## config.mk

```make
export PLATFORM = sky130hd
export DESIGN_NAME = smb_idle_watch
export DESIGN_NICKNAME = d
export VERILOG_FILES = /design/src/rtl/smb_watch_pkg.sv /design/src/rtl/smb_line_edges.sv /design/src/rtl/smb_run_timer.sv /design/src/rtl/smb_rst_seq.sv /design/src/rtl/smb_idle_watch.sv
export SDC_FILE = /design/constraint.sdc
export NUM_CORES = 1
export LEC_CHECK = 0
export ABC_AREA = 1
export BUFFER_PORTS_ARGS = -buffer_cell sky130_fd_sc_hd__buf_2
export CORE_MARGIN = 2
export CORE_UTILIZATION = 40
export CTS_BUF_LIST = sky130_fd_sc_hd__clkbuf_16
export DETAILED_ROUTE_END_ITERATION = 6
export PLACE_DENSITY = 0.58
export SETUP_SLACK_MARGIN = 0.4
export SLEW_MARGIN = 0
export SYNTH_ARGS = -nofsm -noshare
export SYNTH_HDL_FRONTEND = slang
export SYNTH_SLANG_ARGS = --single-unit
export TNS_END_PERCENT = 1
```

## constraint.sdc

```tcl
create_clock -name clk -period 1.55 [get_ports clk]
set_input_delay 0.31 -clock clk [delete_from_list [all_inputs] [get_ports clk]]
set_output_delay 0.31 -clock clk [all_outputs]
set_load 0.02 [all_outputs]
```

## src/rtl/smb_watch_pkg.sv

```systemverilog
// Package: shared types for the SMBus timeout monitor.
// Assumes: nothing beyond IEEE 1800-2017.
package smb_watch_pkg;
    typedef enum logic [1:0] {
        RS_IDLE  = 2'd0,
        RS_WAIT  = 2'd1,
        RS_PULSE = 2'd2
    } rst_state_e;
endpackage

```

## src/rtl/smb_line_edges.sv

```systemverilog
// Module: smb_line_edges
// Keeps the previous sample of SCL and SDA and decodes START
// (SDA falling while SCL is high) and STOP (SDA rising while SCL is high).
// Assumes: the inputs are already synchronized to clk.
module smb_line_edges (
    input  logic clk,
    input  logic rst_n,
    input  logic scl_i,
    input  logic sda_i,
    output logic start_det_o,
    output logic stop_det_o
);
    logic scl_q, sda_q;

    // Store the previous line samples; both lines read as idle-high after reset.
    always_ff @(posedge clk) begin
        if (!rst_n) begin
            scl_q <= 1'b1;
            sda_q <= 1'b1;
        end else begin
            scl_q <= scl_i;
            sda_q <= sda_i;
        end
    end

    // Decode the two conditions from the previous and current samples.
    always_comb begin
        start_det_o = scl_q && scl_i && sda_q && !sda_i;
        stop_det_o  = scl_q && scl_i && !sda_q && sda_i;
    end

    a_r6_no_both_conditions: assert property (@(posedge clk) disable iff (!rst_n)
        !(start_det_o && stop_det_o));
endmodule

```

## src/rtl/smb_run_timer.sv

```systemverilog
// Module: smb_run_timer
// Counts consecutive cycles that run_i is high. When the count reaches
// LIMIT, it gives a one-cycle hit and then saturates so the hit cannot
// repeat during the same run.
// Assumes: LIMIT >= 1; clear_i or a low run_i restarts the count.
module smb_run_timer #(
    parameter int LIMIT = 100
) (
    input  logic clk,
    input  logic rst_n,
    input  logic run_i,
    input  logic clear_i,
    output logic hit_o
);
    localparam int SAT = LIMIT + 1;
    localparam int W   = $clog2(SAT + 1);
    localparam logic [W-1:0] LIM_W = W'(LIMIT);
    localparam logic [W-1:0] SAT_W = W'(SAT);

    logic [W-1:0] cnt_q;

    // Run-length counter with restart and saturation.
    always_ff @(posedge clk) begin
        if (!rst_n) begin
            cnt_q <= '0;
        end else if (clear_i || !run_i) begin
            cnt_q <= '0;
        end else if (cnt_q != SAT_W) begin
            cnt_q <= cnt_q + 1'b1;
        end
    end

    // Hit on the edge that sees the (LIMIT+1)-th consecutive run cycle.
    assign hit_o = run_i && !clear_i && (cnt_q == LIM_W);

    a_r1_count_bounded: assert property (@(posedge clk) disable iff (!rst_n)
        cnt_q <= SAT_W);
    a_r4_hit_single: assert property (@(posedge clk) disable iff (!rst_n)
        hit_o |=> !hit_o);
endmodule

```

## src/rtl/smb_rst_seq.sv

```systemverilog
// Module: smb_rst_seq
// After a trigger, waits DELAY cycles and then drives rst_o high for
// LEN cycles. A new trigger restarts the wait.
// Assumes: DELAY >= 1 and LEN >= 1.
module smb_rst_seq
    import smb_watch_pkg::*;
#(
    parameter int DELAY = 4,
    parameter int LEN   = 16
) (
    input  logic clk,
    input  logic rst_n,
    input  logic trig_i,
    output logic rst_o
);
    localparam int MAXV = (DELAY > LEN) ? DELAY : LEN;
    localparam int W    = $clog2(MAXV + 1);
    localparam logic [W-1:0] DLY_END = W'(DELAY - 1);
    localparam logic [W-1:0] LEN_END = W'(LEN - 1);

    rst_state_e   state_q;
    logic [W-1:0] cnt_q;

    // Three-phase sequencer: idle, wait for the delay, then the pulse.
    always_ff @(posedge clk) begin
        if (!rst_n) begin
            state_q <= RS_IDLE;
            cnt_q   <= '0;
        end else if (trig_i) begin
            state_q <= RS_WAIT;
            cnt_q   <= '0;
        end else begin
            unique case (state_q)
                RS_WAIT: begin
                    if (cnt_q == DLY_END) begin
                        state_q <= RS_PULSE;
                        cnt_q   <= '0;
                    end else begin
                        cnt_q <= cnt_q + 1'b1;
                    end
                end
                RS_PULSE: begin
                    if (cnt_q == LEN_END) begin
                        state_q <= RS_IDLE;
                        cnt_q   <= '0;
                    end else begin
                        cnt_q <= cnt_q + 1'b1;
                    end
                end
                default: begin
                    state_q <= RS_IDLE;
                    cnt_q   <= '0;
                end
            endcase
        end
    end

    assign rst_o = (state_q == RS_PULSE);

    a_r3_pulse_count_bounded: assert property (@(posedge clk) disable iff (!rst_n)
        (state_q == RS_PULSE) |-> (cnt_q <= LEN_END));
    a_r3_pulse_follows_wait: assert property (@(posedge clk) disable iff (!rst_n)
        $rose(rst_o) |-> ($past(state_q) == RS_WAIT));
endmodule

```

## src/rtl/smb_idle_watch.sv

```systemverilog
// Module: smb_idle_watch (top)
// SMBus timeout monitor. It raises a flag when SCL has been held low too
// long, sends a reset pulse one microsecond after that flag, tracks whether
// the bus is free (a STOP, or both lines high long enough), and grants a
// queued master START once the bus is free.
// Assumes: scl_i and sda_i are synchronized; it never drives the bus.
module smb_idle_watch #(
    parameter int CLK_PER_US = 250,
    parameter int LOW_TMO_US = 25000,
    parameter int FREE_US    = 50,
    parameter int RST_LEN    = 16
) (
    input  logic clk,
    input  logic rst_n,
    input  logic scl_i,
    input  logic sda_i,
    input  logic start_req_i,
    input  logic tmo_clr_i,
    output logic low_tmo_o,
    output logic comm_rst_o,
    output logic bus_free_o,
    output logic start_grant_o
);
    localparam int LOW_LIM  = LOW_TMO_US * CLK_PER_US;
    localparam int FREE_LIM = FREE_US * CLK_PER_US;

    logic start_det, stop_det;
    logic low_hit, high_hit;
    logic flag_q, free_q, pend_q, grant_q;
    logic grant_fire;

    smb_line_edges u_edges (
        .clk         (clk),
        .rst_n       (rst_n),
        .scl_i       (scl_i),
        .sda_i       (sda_i),
        .start_det_o (start_det),
        .stop_det_o  (stop_det)
    );

    smb_run_timer #(.LIMIT(LOW_LIM)) u_low_timer (
        .clk     (clk),
        .rst_n   (rst_n),
        .run_i   (!scl_i),
        .clear_i (start_det),
        .hit_o   (low_hit)
    );

    smb_run_timer #(.LIMIT(FREE_LIM)) u_high_timer (
        .clk     (clk),
        .rst_n   (rst_n),
        .run_i   (scl_i && sda_i),
        .clear_i (start_det),
        .hit_o   (high_hit)
    );

    smb_rst_seq #(.DELAY(CLK_PER_US), .LEN(RST_LEN)) u_rst_seq (
        .clk    (clk),
        .rst_n  (rst_n),
        .trig_i (low_hit),
        .rst_o  (comm_rst_o)
    );

    // Timeout flag: set on a low-timer hit, cleared by software or by SCL high.
    always_ff @(posedge clk) begin
        if (!rst_n)                  flag_q <= 1'b0;
        else if (low_hit)            flag_q <= 1'b1;
        else if (tmo_clr_i || scl_i) flag_q <= 1'b0;
    end

    // Bus-free state: set by a STOP or the high timeout, cleared by a START or SCL low.
    always_ff @(posedge clk) begin
        if (!rst_n)                     free_q <= 1'b0;
        else if (stop_det || high_hit)  free_q <= 1'b1;
        else if (start_det || !scl_i)   free_q <= 1'b0;
    end

    assign grant_fire = pend_q && free_q;

    // Pending START request and its one-cycle grant.
    always_ff @(posedge clk) begin
        if (!rst_n) begin
            pend_q  <= 1'b0;
            grant_q <= 1'b0;
        end else begin
            pend_q  <= start_req_i || (pend_q && !grant_fire);
            grant_q <= grant_fire;
        end
    end

    assign low_tmo_o     = flag_q;
    assign bus_free_o    = free_q;
    assign start_grant_o = grant_q;

    a_r1_flag_rises_low: assert property (@(posedge clk) disable iff (!rst_n)
        $rose(low_tmo_o) |-> !$past(scl_i));
    a_r2_flag_drops_high: assert property (@(posedge clk) disable iff (!rst_n)
        scl_i |=> !low_tmo_o);
    a_r5_stop_frees: assert property (@(posedge clk) disable iff (!rst_n)
        stop_det |=> bus_free_o);
    a_r6_start_busy: assert property (@(posedge clk) disable iff (!rst_n)
        start_det |=> !bus_free_o);
    a_r7_grant_needs_free: assert property (@(posedge clk) disable iff (!rst_n)
        start_grant_o |-> $past(bus_free_o));
    a_r7_grant_single: assert property (@(posedge clk) disable iff (!rst_n)
        start_grant_o |=> !start_grant_o);
endmodule

```

Yosys cells after proc, flatten, opt, wreduce, memory -nomap -nowiden
Cells that the tools add are included.
{"block": "totals", "ff_bits": 53, "latchBits": 0, "mem_bits_rw": 0, "rom_bits": 0, "inputBits": 6, "memories": 0}
{"block": "op_classes", "add_sub_neg": 3, "multipliers": 0, "div": 0, "magnitude_cmp": 0, "eq_ne": 12, "shift": 0, "mux": 11, "n_bitwise": 1, "n_reduce_logical": 31}
{"op": "23-bit by 1-bit adder with 23-bit output, second input constant", "n": 1}
{"op": "23-bit == test, second input constant", "n": 1}
{"op": "23-bit != test, second input constant", "n": 1}
{"op": "8-bit two-way mux", "n": 2}
{"op": "8-bit one-hot mux with 2 select lines", "n": 1}
{"op": "14-bit by 1-bit adder with 14-bit output, second input constant", "n": 1}
{"op": "14-bit == test, second input constant", "n": 1}
{"op": "14-bit != test, second input constant", "n": 1}
{"op": "1-bit logical AND", "n": 12}
{"op": "8-bit by 1-bit adder with 8-bit output, second input constant", "n": 1}
{"op": "8-bit by 4-bit == test with 1-bit output, second input constant", "n": 1}
{"op": "8-bit == test, second input constant", "n": 1}
{"op": "1-bit zero test", "n": 6}
{"op": "1-bit logical OR", "n": 6}
{"op": "2-bit OR reduction", "n": 3}
{"op": "1-bit two-way mux", "n": 5}
{"op": "2-bit two-way mux", "n": 2}
{"op": "2-bit by 1-bit != test with 1-bit output, second input constant", "n": 2}
{"op": "2-bit one-hot mux with 2 select lines", "n": 1}
{"op": "2-bit AND reduction", "n": 2}
{"op": "2-bit nonzero test", "n": 2}
{"op": "3-bit by 1-bit != test with 1-bit output, second input constant", "n": 1}
{"op": "3-bit by 2-bit != test with 1-bit output, second input constant", "n": 1}
{"op": "2-bit by 1-bit == test with 1-bit output, second input constant", "n": 1}
{"op": "other kinds (2)", "n": 2}

Longest topological paths before layout
{"block": "depth", "depth_word": 8, "depth_mapped": 11, "ltp_nobuf": 11}

Hierarchy
A second synthesis with hierarchy kept.
{"block": "unflattened", "cells_unflattened": 430, "area_unflattened_um2": 2860.2}
{"mod": "smb_run_timer at u_low_timer", "n_inst": 1, "cells_each": 214, "area_each_um2": 1341.3}
{"mod": "smb_run_timer at u_high_timer", "n_inst": 1, "cells_each": 116, "area_each_um2": 789.5}
{"mod": "smb_rst_seq", "n_inst": 1, "cells_each": 67, "area_each_um2": 501.7}
{"mod": "smb_idle_watch", "n_inst": 1, "cells_each": 21, "area_each_um2": 150.1}
{"mod": "smb_line_edges", "n_inst": 1, "cells_each": 12, "area_each_um2": 77.6}

Least setup slack after synthesis
OpenSTA, ideal clock, no wires.
{"block": "synth_timing", "kind": "flip-flop to flip-flop", "startpoint": "register u_low_timer.cnt_q[0]", "endpoint": "register u_low_timer.cnt_q[14]", "setup_time_ps": 113, "arrival_time_ps": 1207, "setup_slack_ps": 229, "stages_incl_launch_ff": 9, "n_path_buf": 0, "period_less_slack_ps": 1321, "cell_sequence": "dfxtp_1 > ha_1 > nand3_1 > inv_1 > nand2_4 > nor2_8 > nand2_2 > o21ai_1 > nor2_1"}
{"block": "synth_via", "elab_chain_len": 1, "elab_cells_between_ends": 2, "classes_between": "1 x add/sub; 1 x eq/ne"}
{"element": "start: declaration", "line_no": "smb_run_timer.sv:20", "rtl": "logic [W-1:0] cnt_q;"}
{"element": "start signal: assignment", "line_no": "smb_run_timer.sv:29", "rtl": "cnt_q <= cnt_q + 1'b1;"}
{"element": "23-bit by 1-bit adder with 23-bit output / 23-bit != test (equally long branches)", "line_no": "smb_run_timer.sv:29, smb_run_timer.sv:28"}
Parallel ways exist; a longest one is shown, timed or not.
A chain may end at the register's enable or synchronous reset.

Worst setup path after layout
{"block": "layout_timing", "startpoint": "register u_low_timer.cnt_q[8]", "endpoint": "register u_rst_seq.cnt_q[2]"}
{"block": "layout_via", "elab_chain_len": 3}
{"element": "23-bit == test", "line_no": "smb_run_timer.sv:34", "rtl": "assign hit_o = run_i && !clear_i && (cnt_q == LIM_W);"}
{"element": "1-bit logical AND", "line_no": "smb_run_timer.sv:34"}
{"element": "2-bit OR reduction (no line)"}
{"element": "end signal: assignment", "line_no": "smb_rst_seq.sv:39", "rtl": "cnt_q <= cnt_q + 1'b1;"}
{"element": "end signal: assignment", "line_no": "smb_rst_seq.sv:47", "rtl": "cnt_q <= cnt_q + 1'b1;"}
{"element": "end: declaration", "line_no": "smb_rst_seq.sv:22", "rtl": "logic [W-1:0] cnt_q;"}
Every way passes these cells.

==> summary.md <==
| Metric | Value |
|---|---|
| Worst path bufs/invs | `1` |
| Average cell area after synthesis | `6.96 sq um` |
| Ports | `10` |
| Placer Congestion | `0.790` |
| Worst Path Required | `1740 ps` |
| Worst-Margin Slew | `between 200 and 300 ps` |
| Distinct cells, synth | `32` |
| DRT Pass-1 Iters | `4` |
| Startpoint Class | `register` |
| Die height | `88.0 microns` |
| Clock tree buffer depth | `2` |
| Most frequent cells in the layout | `nand2_1, nor2_1, inv_1, a21oi_1, dfxtp_1` |
| CTS tree | `built` |
| Antenna cells | `0` |
| Max cap viols | `0` |
| Clk_skew | `12.7 ps` |
| Met3 routed wirelength | `roughly 180 microns` |
| Root Buffer | `clkbuf_16` |
| PnR worst setup slack | `289 ps` |
| First-pass GRT wire length | `approximately 9.9 mm` |
| # port buffers | `9` |
| Initial Util | `41.4%` |
| Final setup TNS | `0 ps` |
| Largest area contributor in the netlist | `dfxtp_1` |
| WL met2 | `2.83 mm` |
| WL per Instance | `11.3 microns` |
| Final period utilization | `81.4%` |
| Via density | `a little under 5` |
| Site row count | `30` |
| Area grow syn2layout | `24.0%` |
| Post-layout min period | `1260 ps` |
| CTS buffer count | `5` |
| RSZ-0062 raised after global routing | `yes` |
| Core Footprint | `just under 7000 sq um` |
| Total grt overflow | `0` |
| Critical Path AT | `1450 ps` |
| Total track usage | `about 16%` |
| Synth top area share | `37.6%` |
| Vias in the first global route | `2309` |
| Most used DFF post-synth | `dfxtp_1` |
| Clock Sinks | `53` |
| Synth top area cells | `dfxtp_1, nand2_1, nor2_1, inv_1, nand3_1` |
| Nets | `451` |
| Fin. Hold Viols | `0` |
| Fmax achieved | `0.793 GHz` |
| Post-Place Worst Slack | `168 ps` |
| CTS clock-pin slew for the worst setup and hold paths | `80 ps` |
| Die ar. | `7750 sq um` |
| Slowest stage delay, CP | `~340 ps` |
| Synth async-reset ratio | `0%` |
| CP max FO | `5` |
| Peak supply drop | `469 uV` |
| DRC viols | `0` |
| Hold WC Path Type | `input pin to register` |
| Critical path's top delay family | `simple AND/OR/NAND/NOR gates` |
| Layout cell share with drive strength beyond 1 | `28.2%` |
| Final WL | `6.02 mm` |
| Initial drt markers | `130` |
| Power Dens Cells | `729 nW/um^2` |
| Post-synth EDFFs | `0` |
| Lkg Pwr | `between 1 and 1.5 nW` |
| Pwr Total | `2.55 mW` |
| H-tree Lvls | `2` |
| Die X | `88.0 microns` |
| Most common cell after layout, fill and taps aside | `nand2_1` |
| CP max stage cell | `dfxtp_2` |
| Critical path class | `register to register` |
| Fin. max-slew vios | `0` |
| Worst-path cell chain | `inv_2 > nand2_1 > nor2_1 > nand2_1 > nor2_4 > nand3_4 > nand2_2 > nor2_1` |
| DRT met1 WL | `approximately 2.9 mm` |
| Vias | `2585` |
| Largest net degree at the start of global routing | `17` |
| Final setup viols | `0` |
| Synth Register Bits | `53` |
| Area of the mapped netlist | `2830 sq um` |
| Seq/Total Area, Yosys | `between 30% and 40%` |
| Initial antenna violation count | `0` |
| Status | `complete, no violations` |
| Highest metal used | `met4` |
| Cells after synthesis | `just over 400` |
| Hold_buf cts | `0` |
| Filler Cell Count | `696` |
| Syn Nets | `422` |
| Slew HR | `81.3%` |
| Antenna-violating nets left | `0` |
| Worst skew pair latency | `290 ps` |
| Final HPWL DP | `4.21 mm` |
| Setup crit end kind | `register` |
| Yosys warns | `0` |
-- state kept, by name, summed over array words and instances (netlist names), 2 cells and up --
signal,flops
u_rst_seq.state_q,2
u_rst_seq.cnt_q,8
u_low_timer.cnt_q,23
u_high_timer.cnt_q,14
-- cells by family (layout without fill, tap and decap cells) --
family / Yosys count / count (layout) / synth area share [%]
compound gates: 48 / 48 / 8.99
xor+xnor: 11 / 11 / 3.41
fa+ha+maj: 10 / 10 / 4.43
buf+inv: 61 / 89 / 8.28
flops: 53 / 53 / 37.6
simple gates: 223 / 225 / 37.3
-- worst register-to-register path, stage by stage, from the launching register on --
cell	delay [ps]
dfxtp_2	340
inv_2	70
nand2_1	50
nor2_1	80
nand2_1	90
nor2_4	220
nand3_4	160
nand2_2	110
nor2_1	40
-- stage by stage --
step | instances | util [%] | hold WS, ps | cell area [sq um]
finish | 532 | 51.3 | 218 | 3500
global route | 532 | 51.3 | 224 | 3500
CTS | 526 | 48.3 | 219 | 3300
detailed placement | 512 | 44.3 | 441 | 3030
global placement | 512 | 44.3 | 433 | 3030
floorplan | 406 | - | 417 | 2850
-- synthesized netlist by cell type, types with 2 or more instances --
| cell type | n |
|---|---|
| nand2_1 | 87 |
| nor2_1 | 67 |
| inv_1 | 55 |
| dfxtp_1 | 53 |
| nand3_1 | 28 |
| a21oi_1 | 27 |
| o21ai_0 | 13 |
| nand4_1 | 12 |
| ha_1 | 10 |
| xor2_1 | 8 |
| nand2_2 | 6 |
| nor2_4 | 6 |
| nor3_2 | 5 |
| nor2_2 | 4 |
| inv_2 | 3 |
| xnor2_1 | 3 |
| a31oi_1 | 2 |
| nor3_1 | 2 |
| o21ai_1 | 2 |
-- final cells by class --
cell class / instances / area (sq um) / area share, %
inverters: 59 / 224 / 6.39
multi-input cells: 294 / 1750 / 50.0
clock buffers: 5 / 125 / 3.57
flip-flops and latches: 53 / 1120 / 31.8
clock inverters: 3 / 18.8 / 0.536
well taps: 96 / 120 / 3.43
repair buffers: 22 / 149 / 4.25
-- routing by layer --
layer,up-vias,global-route usage [%]
met5,-,0
met4,0,5.23
met3,5,2.92
met2,25,26.5
met1,1196,21.4
li1,1359,-
-- what timing repair did --
| action | 4_1_cts | 5_1_grt |
|---|---|---|
| gates resized for setup | 25 | 59 |
| gates cloned | 1 | 1 |
| setup buffers | 5 | 5 |
| pin swaps | 9 | 15 |
| endpoints found under the setup margin | 42 | 45 |
-- path summary, 6_finish.rpt --
kind | start | end | slack, ps | cells past startpoint
setup reg to reg | u_low_timer.cnt_q[8]$_SDFFE_PP0P_ | u_rst_seq.cnt_q[2]$_SDFF_PP0_ | 290 | 8
hold / removal | start_req_i | pend_q$_SDFF_PN0_ | 220 | 3
setup / recovery | u_low_timer.cnt_q[8]$_SDFFE_PP0P_ | u_rst_seq.cnt_q[2]$_SDFF_PP0_ | 290 | 8
hold reg to reg | pend_q$_SDFF_PN0_ | start_grant_o$_SDFF_PN0_ | 460 | 2
-- power breakdown --
part / total (mW) / leakage (nW) / switching (mW) / internal, mW
clock: 1.09 / 0.0672 / 0.495 / 0.593
combinational: 0.0973 / 0.806 / 0.0598 / 0.0375
sequential: 1.37 / 0.445 / 0.0104 / 1.36
No activity file was read; power rests on OpenSTA's default activity.
